[src/rtl/bgr_pkg.sv]
package bgr_pkg;
  typedef enum logic [1:0] {
    ST_IDLE = 2'd0,
    ST_REQ  = 2'd1,
    ST_OWN  = 2'd2,
    ST_HOLD = 2'd3
  } acq_state_e;

  // bit positions inside the packed bus-status vector
  localparam int IX_BG    = 0;
  localparam int IX_BGACK = 1;
  localparam int IX_AS    = 2;
  localparam int IX_STERM = 3;
  localparam int IX_DSACK = 4;

  function automatic int status_width(input int dsack_w);
    return dsack_w + IX_DSACK;
  endfunction
endpackage

[src/rtl/bgr_status_reg.sv]
module bgr_status_reg #(
  parameter int W      = 6,
  parameter int STAGES = 1
) (
  input  logic         clk,
  input  logic         rst,
  input  logic [W-1:0] d_i,
  output logic [W-1:0] q_o
);
  logic [W-1:0] chain [STAGES+1];

  assign chain[0] = d_i;

  for (genvar s = 0; s < STAGES; s++) begin : g_stage
    always_ff @(posedge clk) begin
      if (rst) chain[s+1] <= '1;  // all lines read inactive
      else     chain[s+1] <= chain[s];
    end
  end

  assign q_o = chain[STAGES];
endmodule

[src/rtl/bgr_idle_check.sv]
module bgr_idle_check
  import bgr_pkg::*;
#(
  parameter int DSACK_W = 2,
  localparam int SW = DSACK_W + IX_DSACK
) (
  input  logic [SW-1:0] stat_i,
  input  logic          async_mode_i,
  output logic          granted_o,
  output logic          bus_free_o
);
  logic master_gone;
  logic slave_gone;
  logic term_gone;

  assign granted_o   = ~stat_i[IX_BG];
  assign master_gone = stat_i[IX_BGACK] & stat_i[IX_AS];
  assign slave_gone  = &stat_i[SW-1:IX_DSACK];
  assign term_gone   = stat_i[IX_STERM] | ~async_mode_i;
  assign bus_free_o  = master_gone & slave_gone & term_gone;
endmodule

[src/rtl/bgr_acq_fsm.sv]
module bgr_acq_fsm
  import bgr_pkg::*;
(
  input  logic clk,
  input  logic rst,
  input  logic need_i,
  input  logic done_i,
  input  logic area_chg_i,
  input  logic granted_i,
  input  logic bus_free_i,
  output logic br_n_o,
  output logic bgack_n_o,
  output logic own_o
);
  acq_state_e st_q, st_d;
  logic       rereq_q, rereq_d;

  always_comb begin
    st_d    = st_q;
    rereq_d = rereq_q;
    unique case (st_q)
      ST_IDLE: if (need_i) st_d = ST_REQ;
      ST_REQ:  if (granted_i && bus_free_i) st_d = ST_OWN;
      ST_OWN:  if (done_i || area_chg_i) begin
                 st_d    = ST_HOLD;
                 rereq_d = area_chg_i;
               end
      ST_HOLD: begin
                 st_d    = rereq_q ? ST_REQ : ST_IDLE;
                 rereq_d = 1'b0;
               end
      default: st_d = ST_IDLE;
    endcase
  end

  always_ff @(posedge clk) begin
    if (rst) begin
      st_q      <= ST_IDLE;
      rereq_q   <= 1'b0;
      br_n_o    <= 1'b1;
      bgack_n_o <= 1'b1;
      own_o     <= 1'b0;
    end else begin
      st_q      <= st_d;
      rereq_q   <= rereq_d;
      br_n_o    <= (st_d != ST_REQ);
      bgack_n_o <= !(st_d == ST_OWN || st_d == ST_HOLD);
      own_o     <= (st_d == ST_OWN);
    end
  end
endmodule

[src/rtl/bus_grant_requester.sv]
module bus_grant_requester
  import bgr_pkg::*;
#(
  parameter int DSACK_W     = 2,
  parameter int STAT_STAGES = 1
) (
  input  logic               clk,
  input  logic               rst,
  input  logic               need_i,
  input  logic               done_i,
  input  logic               area_chg_i,
  input  logic               async_mode_i,
  input  logic               bg_n_i,
  input  logic               bgack_n_i,
  input  logic               as_n_i,
  input  logic [DSACK_W-1:0] dsack_n_i,
  input  logic               sterm_n_i,
  output logic               br_n_o,
  output logic               bgack_n_o,
  output logic               own_o
);
  localparam int SW = DSACK_W + IX_DSACK;

  logic [SW-1:0] stat_raw;
  logic [SW-1:0] stat_q;
  logic          granted;
  logic          bus_free;

  assign stat_raw = {dsack_n_i, sterm_n_i, as_n_i, bgack_n_i, bg_n_i};

  bgr_status_reg #(.W(SW), .STAGES(STAT_STAGES)) u_stat (
    .clk (clk),
    .rst (rst),
    .d_i (stat_raw),
    .q_o (stat_q)
  );

  bgr_idle_check #(.DSACK_W(DSACK_W)) u_idle (
    .stat_i       (stat_q),
    .async_mode_i (async_mode_i),
    .granted_o    (granted),
    .bus_free_o   (bus_free)
  );

  bgr_acq_fsm u_fsm (
    .clk        (clk),
    .rst        (rst),
    .need_i     (need_i),
    .done_i     (done_i),
    .area_chg_i (area_chg_i),
    .granted_i  (granted),
    .bus_free_i (bus_free),
    .br_n_o     (br_n_o),
    .bgack_n_o  (bgack_n_o),
    .own_o      (own_o)
  );
endmodule

[config.mk]
export PLATFORM = sky130hd
export DESIGN_NAME = bus_grant_requester
export DESIGN_NICKNAME = d
export VERILOG_FILES = /design/src/rtl/bgr_pkg.sv /design/src/rtl/bgr_status_reg.sv /design/src/rtl/bgr_idle_check.sv /design/src/rtl/bgr_acq_fsm.sv /design/src/rtl/bus_grant_requester.sv
export SDC_FILE = /design/constraint.sdc
export NUM_CORES = 1
export LEC_CHECK = 0
export BUFFER_PORTS_ARGS = -buffer_cell sky130_fd_sc_hd__buf_2
export CAP_MARGIN = 25
export CORE_AREA = 3 3 40 42
export DETAILED_ROUTE_END_ITERATION = 8
export DIE_AREA = 0 0 43 45
export GPL_ROUTABILITY_DRIVEN = 0
export HOLD_SLACK_MARGIN = 0.15
export PLACE_DENSITY = 0.65
export SYNTH_ARGS = -nofsm -noshare
export SYNTH_HDL_FRONTEND = slang
export SYNTH_SLANG_ARGS = --single-unit
[constraint.sdc]
create_clock -name clk -period 2.7 [get_ports clk]
set_clock_uncertainty 0.2 [all_clocks]
set_input_delay 0.27 -clock clk [delete_from_list [all_inputs] [get_ports clk]]
set_output_delay 0.27 -clock clk [all_outputs]
set_load 0.02 [all_outputs]
Word level (Yosys, flattened, before mapping)
Cells that the tools add are included.
{"block": "totals", "out_inout_bits": 3, "regBits": 12, "word_cells": 34, "inputBits": 12}
{"block": "classes", "eq_ne": 7, "muxes": 7, "bitwise_logic": 6, "reduce_logical": 8}
{"op": "$eq A2 B2 Y1 const B", "n": 4}
{"op": "$pmux W2 S4", "n": 1}
{"op": "$mux W2", "n": 3}
{"op": "$ne A2 B1 Y1 const B", "n": 2}
{"op": "$reduce_and A2 Y1", "n": 2}
{"op": "$and A1 B1 Y1", "n": 3}
{"op": "$eq A2 B1 Y1 const B", "n": 1}
{"op": "$logic_not A2 Y1", "n": 1}
{"op": "$logic_or A1 B1 Y1", "n": 2}
{"op": "$mux W1", "n": 2}
{"op": "$not A1 Y1", "n": 2}
{"op": "$pmux W1 S2", "n": 1}
{"op": "$reduce_bool A2 Y1", "n": 1}
{"op": "$logic_and A1 B1 Y1", "n": 1}
{"op": "$logic_not A1 Y1", "n": 1}
{"op": "$or A1 B1 Y1", "n": 1}

Logic depth before layout (Yosys ltp)
{"block": "depth", "ltp_word": 9, "mapped_depth": 3, "ltp_nobuf": 3}

By module
From an unflattened synthesis, not the netlist that was laid out.
{"block": "hier_totals", "hier_cells": 38, "hier_area_um2": 399.1}
{"mod": "bgr_acq_fsm", "cells_per_inst": 22, "seq_area_each_um2": 120.1, "n_inst": 1, "area_each_um2": 219.0}
{"mod": "bgr_status_reg", "cells_per_inst": 12, "seq_area_each_um2": 120.1, "n_inst": 1, "area_each_um2": 157.7}
{"mod": "bgr_idle_check", "cells_per_inst": 4, "seq_area_each_um2": 0.0, "n_inst": 1, "area_each_um2": 22.5}

Worst setup path before layout
No wires, ideal clock.
{"block": "synth_path", "path_kind": "reg2reg", "start": "register u_fsm.st_q[0]", "end": "register u_fsm.bgack_n_o", "setup_slack_ns": 1.236, "required_ns": 2.386, "path_stages_with_launch": 4, "setup_ns": 0.114, "path_buffers": 0, "t_arrival_ns": 1.150, "synth_period_minus_slack_ns": 1.464, "cell_sequence": "dfxtp_1 -> nand4b_1 -> or4_4 -> a21o_1"}
{"block": "synth_via", "elab_chain_cells": 5, "elab_cells_between_ends": 12, "cone_classes": "eq/ne: 5; mux: 4; reduce/logical: 3"}
{"item": "start, declared", "line_no": "bgr_acq_fsm.sv:15", "rtl": "acq_state_e st_q, st_d;"}
{"item": "start signal, assigned", "line_no": "bgr_acq_fsm.sv:44", "rtl": "st_q <= st_d;"}
{"item": "$eq A2 B2 Y1, or another cell as far along", "line_no": "bgr_acq_fsm.sv:21", "rtl": "unique case (st_q)"}
{"item": "$pmux W2 S4 (*)", "line_no": "bgr_acq_fsm.sv:21"}
{"item": "$eq A2 B2 Y1", "line_no": "bgr_acq_fsm.sv:47", "rtl": "bgack_n_o <= !(st_d == ST_OWN || st_d == ST_HOLD);"}
{"item": "$logic_or A1 B1 Y1 (*)", "line_no": "bgr_acq_fsm.sv:47"}
{"item": "$logic_not A1 Y1 (*)", "line_no": "bgr_acq_fsm.sv:47"}
{"item": "end signal, assigned", "line_no": "bgr_acq_fsm.sv:47"}
{"item": "end, declared", "line_no": "bgr_acq_fsm.sv:12", "rtl": "output logic bgack_n_o,"}
Every way passes the cells marked *; elsewhere a longest branch is shown, timed or not.
A chain may end at the register's enable or synchronous reset.

Final worst setup path
{"block": "layout_path", "start": "input port area_chg_i", "end": "register u_fsm.own_o"}
{"block": "layout_via", "elab_chain_cells": 4}
{"item": "start, declared", "line_no": "bus_grant_requester.sv:11", "rtl": "input logic area_chg_i,"}
{"item": "$logic_or A1 B1 Y1", "line_no": "bgr_acq_fsm.sv:24", "rtl": "ST_OWN: if (done_i || area_chg_i) begin"}
{"item": "$mux W2", "line_no": "bgr_acq_fsm.sv:24"}
{"item": "$pmux W2 S4", "line_no": "bgr_acq_fsm.sv:21"}
{"item": "$eq A2 B2 Y1", "line_no": "bgr_acq_fsm.sv:48", "rtl": "own_o <= (st_d == ST_OWN);"}
{"item": "end signal, assigned", "line_no": "bgr_acq_fsm.sv:48"}
{"item": "end, declared", "line_no": "bgr_acq_fsm.sv:13", "rtl": "output logic own_o"}
No other way between the ends.

==> impl_metrics.py <==
metrics = {
    "route": {
        "avgViaCountPerCell": 4.60,
        "first_iter_violations": 2,
        "via_count": 391,
        "ant_nets": 0,
        "total_iterations_of_the_first_detailed_routing_run": 4,
        "remaining_drc_errors": 0,
        "routed_wl_microns": 810,
        "wl_per_cell_microns": 9.53,
    },
    "logic_synthesis": {
        "synth-async-reset-ratio_pct": 0,
        "most_instantiated_library_cell_after_synthesis": "dfxtp_1",
        "synthesis.area_sq_um": 409,
        "ys_dominant_reg_cell": "dfxtp_1",
        "count_of_flip_flops_with_a_built_in_enable_after_synthesis": 0,
        "postSynthAreaPerCell_sq_um": 10.8,
        "synth_net_count": 50,
        "cell_taking_the_most_area_after_synthesis": "dfxtp_1",
        "yosys-top-cells-area": "dfxtp_1, or2_2, or4_4",
        "ys_seq_area_share_pct": 58.7,
        "count_of_unique_library_cells_instantiated_by_yosys": 21,
        "postSynthRegisterBits": 12,
        "synthesis.instances": 38,
        "yosys_warnings": 0,
        "synth_top_area_share_pct": 58.7,
        "netlist_top_cells_count": "dfxtp_1, or2_2, a21oi_1",
    },
    "sta": {
        "drv_slew": 0,
        "relSlewSlack_pct": 78.2,
        "totalNegativeSetupSlack_ns": 0,
        "finalCriticalPeriod_ns": 1.98,
        "final-hold-violation-count": 0,
        "finalSetupViolCount": 0,
        "rsz0062_at_grt": "no",
        "post_route_fraction_of_the_period_consumed_by_the_critical_path_pct": 73.4,
        "max_clock_freq_ghz": 0.505,
        "tightestPinTransition_ns": 0.324,
        "timing.hold.ws_ns": 0.218,
    },
    "clock_tree": {
        "tritoncts_num_sinks": 12,
        "cts.root.buffer_cell": "clkbuf_4",
        "max-clock-path-buffers": 2,
        "cts-buffers-inserted": 3,
        "post_cts_resize_count": 0,
        "cts.clk_slew.worst_paths_ns": 0.08,
        "cts_tree": "done",
        "worst_skew_pair.late_latency_ns": 0.27,
        "cts_max_level": 1,
    },
    "grt": {
        "antenna_violations_before_repair": 0,
        "globalRouteMet3Util_pct": 7.17,
        "grt.total_usage_pct": 9.39,
        "met2_routing_resource_usage_after_global_routing_pct": 17.4,
        "globalRouteMet1Util_pct": 8.11,
        "grt_first_pass_wirelength_mm": 1.30,
        "globalRouteOverflowTotal": 0,
        "grt_max_degree": 12,
        "grt_pass1_vias": 365,
        "gr-max-usage-layer": "met2",
    },
    "finish": {
        "drive_gt1_share_pct": 40.0,
        "fin_cells": 85,
        "finish.instance_area_sq_um": 681,
        "n_antenna_cell": 0,
        "finish.net_count": 83,
        "layout-area-overhead-vs-synth_pct": 66.4,
    },
    "floorplanning": {
        "die_x_microns": 43,
        "initial_core_util_pct": 31.8,
        "top_level_ports": 15,
        "core_area_sq_mm": 0.00128,
        "fp.dieH_microns": 45,
        "die_area_sq_mm": 0.00194,
        "core.rowCount": 13,
    },
    "placement": {
        "dpl.cell_count": 66,
        "placement.cell_area_sq_um": 494,
        "port_buffers": 14,
    },
    "pwr": {
        "power.internal_uw": 295,
        "leakagePower_uw": 0.000284,
        "peakVddDrop_mv": 0.330,
        "power_uw": 368,
        "combinationalPowerShare_pct": 11.2,
        "power_share_of_the_clock_group_pct": 37.5,
        "total_switching_power_uw": 73.2,
        "swShare_pct": 19.9,
        "power-per-cell-area_mw_per_mm2": 541,
        "pwr-share-seq_pct": 51.3,
    },
    "worst_setup_path": {
        "arrival_ns": 1.99,
        "critical_path.cell_chain": "dlygate4sd3_1, buf_2, or3_1, dlygate4sd3_1, a21oi_1",
        "path_type_of_the_worst_setup_path": "in2reg",
        "timing.critical_path.mode_cell": "dlygate4sd3_1",
        "crit_path_top_delay_cell": "dlygate4sd3_1",
        "cp-start-kind": "input pin",
        "crit_required_ns": 2.71,
        "crit_path_max_incr_delay_ns": 0.56,
        "end_kind": "flop",
        "path_max_fanout": 3,
    },
    "outcome": {
        "run_status": "completed",
    },
    "hold_path": {
        "hold_class": "in2reg",
    },
    "job": {
        "drv_cap": 0,
    },
}
kinds of logic (layout without fill, tap and decap cells):
group / after synthesis / in the layout / synth area share, %
simple gates: 19 / 19 / 31.8
flops: 12 / 12 / 58.7
compound gates: 5 / 5 / 7.65
buf+inv: 2 / 34 / 1.83
stage by stage:
step | setup slack, ns | utilization, %
finish | 0.719 | 53.0
floorplan | 1.24 | -
global route | 0.651 | 53.0
detailed placement | 1.17 | 38.5
global placement | 1.20 | 38.5
CTS | 0.724 | 53.0
power by group through the flow:
stage / registers, uW / logic, uW / clock network, uW
after CTS: 189 / 41.1 / 141
after global routing: 189 / 45.9 / 148
after global placement: 193 / 25.6 / 0
after floorplan: 194 / 12.4 / 0
after detailed placement: 193 / 25.8 / 0
final: 189 / 41.4 / 138
path summary, 6_finish.rpt:
path / startpoint / to / slack (ns) / cells after the start
setup reg to reg: u_fsm.st_q[0] / u_fsm.own_o / 0.85 / 4
setup / recovery: area_chg_i / u_fsm.own_o / 0.72 / 5
hold / removal: need_i / u_fsm.br_n_o / 0.22 / 4
hold reg to reg: u_fsm.rereq_q / u_fsm.rereq_q / 0.31 / 2
critical path: cells and delay by family:
| kind | cells | cell delay, ns |
|---|---|---|
| AO/OA/AOI/OAI | 1 | 0.14 |
| AND/OR/NAND/NOR | 1 | 0.35 |
| buffers and inverters | 3 | 1.23 |
flip-flops by register name, indices dropped and copies added (netlist names):
signal / cells
u_fsm.own_o: 1
u_fsm.br_n_o: 1
u_fsm.st_q: 2
u_fsm.bgack_n_o: 1
u_fsm.rereq_q: 1
u_stat.q_o: 6
cell type report:
class | count | area, sq um
Sequential cell | 12 | 240
Clock buffer | 4 | 36.3
Multi-Input combinational cell | 24 | 161
Inverter | 1 | 3.75
Fill cell | 120 | 604
Tap cell | 15 | 18.8
Timing Repair Buffer | 29 | 220
what timing repair did:
item / 4_1_cts / 5_1_grt
hold buffers: 15 / 0
endpoints found under the setup margin: 0 / 0
endpoints found under the hold margin: 10 / 0
buffers inserted: 0 / 0
layer usage:
layer | vias to the layer above | part of all wire [%]
li1 | 197 | -
met1 | 178 | 42
met2 | 16 | 48
met3 | 0 | 10
met4 | 0 | 0
met5 | - | 0
cells in the final DEF, fill, tap and decap left out, drive strengths merged:
master	count
nand2	1
nand3	1
and2	1
inv	1
o21ai	1
nor3	1
buf	14
clkbuf	4
a21o	1
nand4b	1
a2bb2oi	1
nand2b	1
nor2	1
nor4	1
dfxtp	12
dlygate4sd3	15
or4	1
nor2b	1
or2	6
or3	1
a21oi	2
and3b	1
nor4b	1
Power figures use the tool's default switching activity.
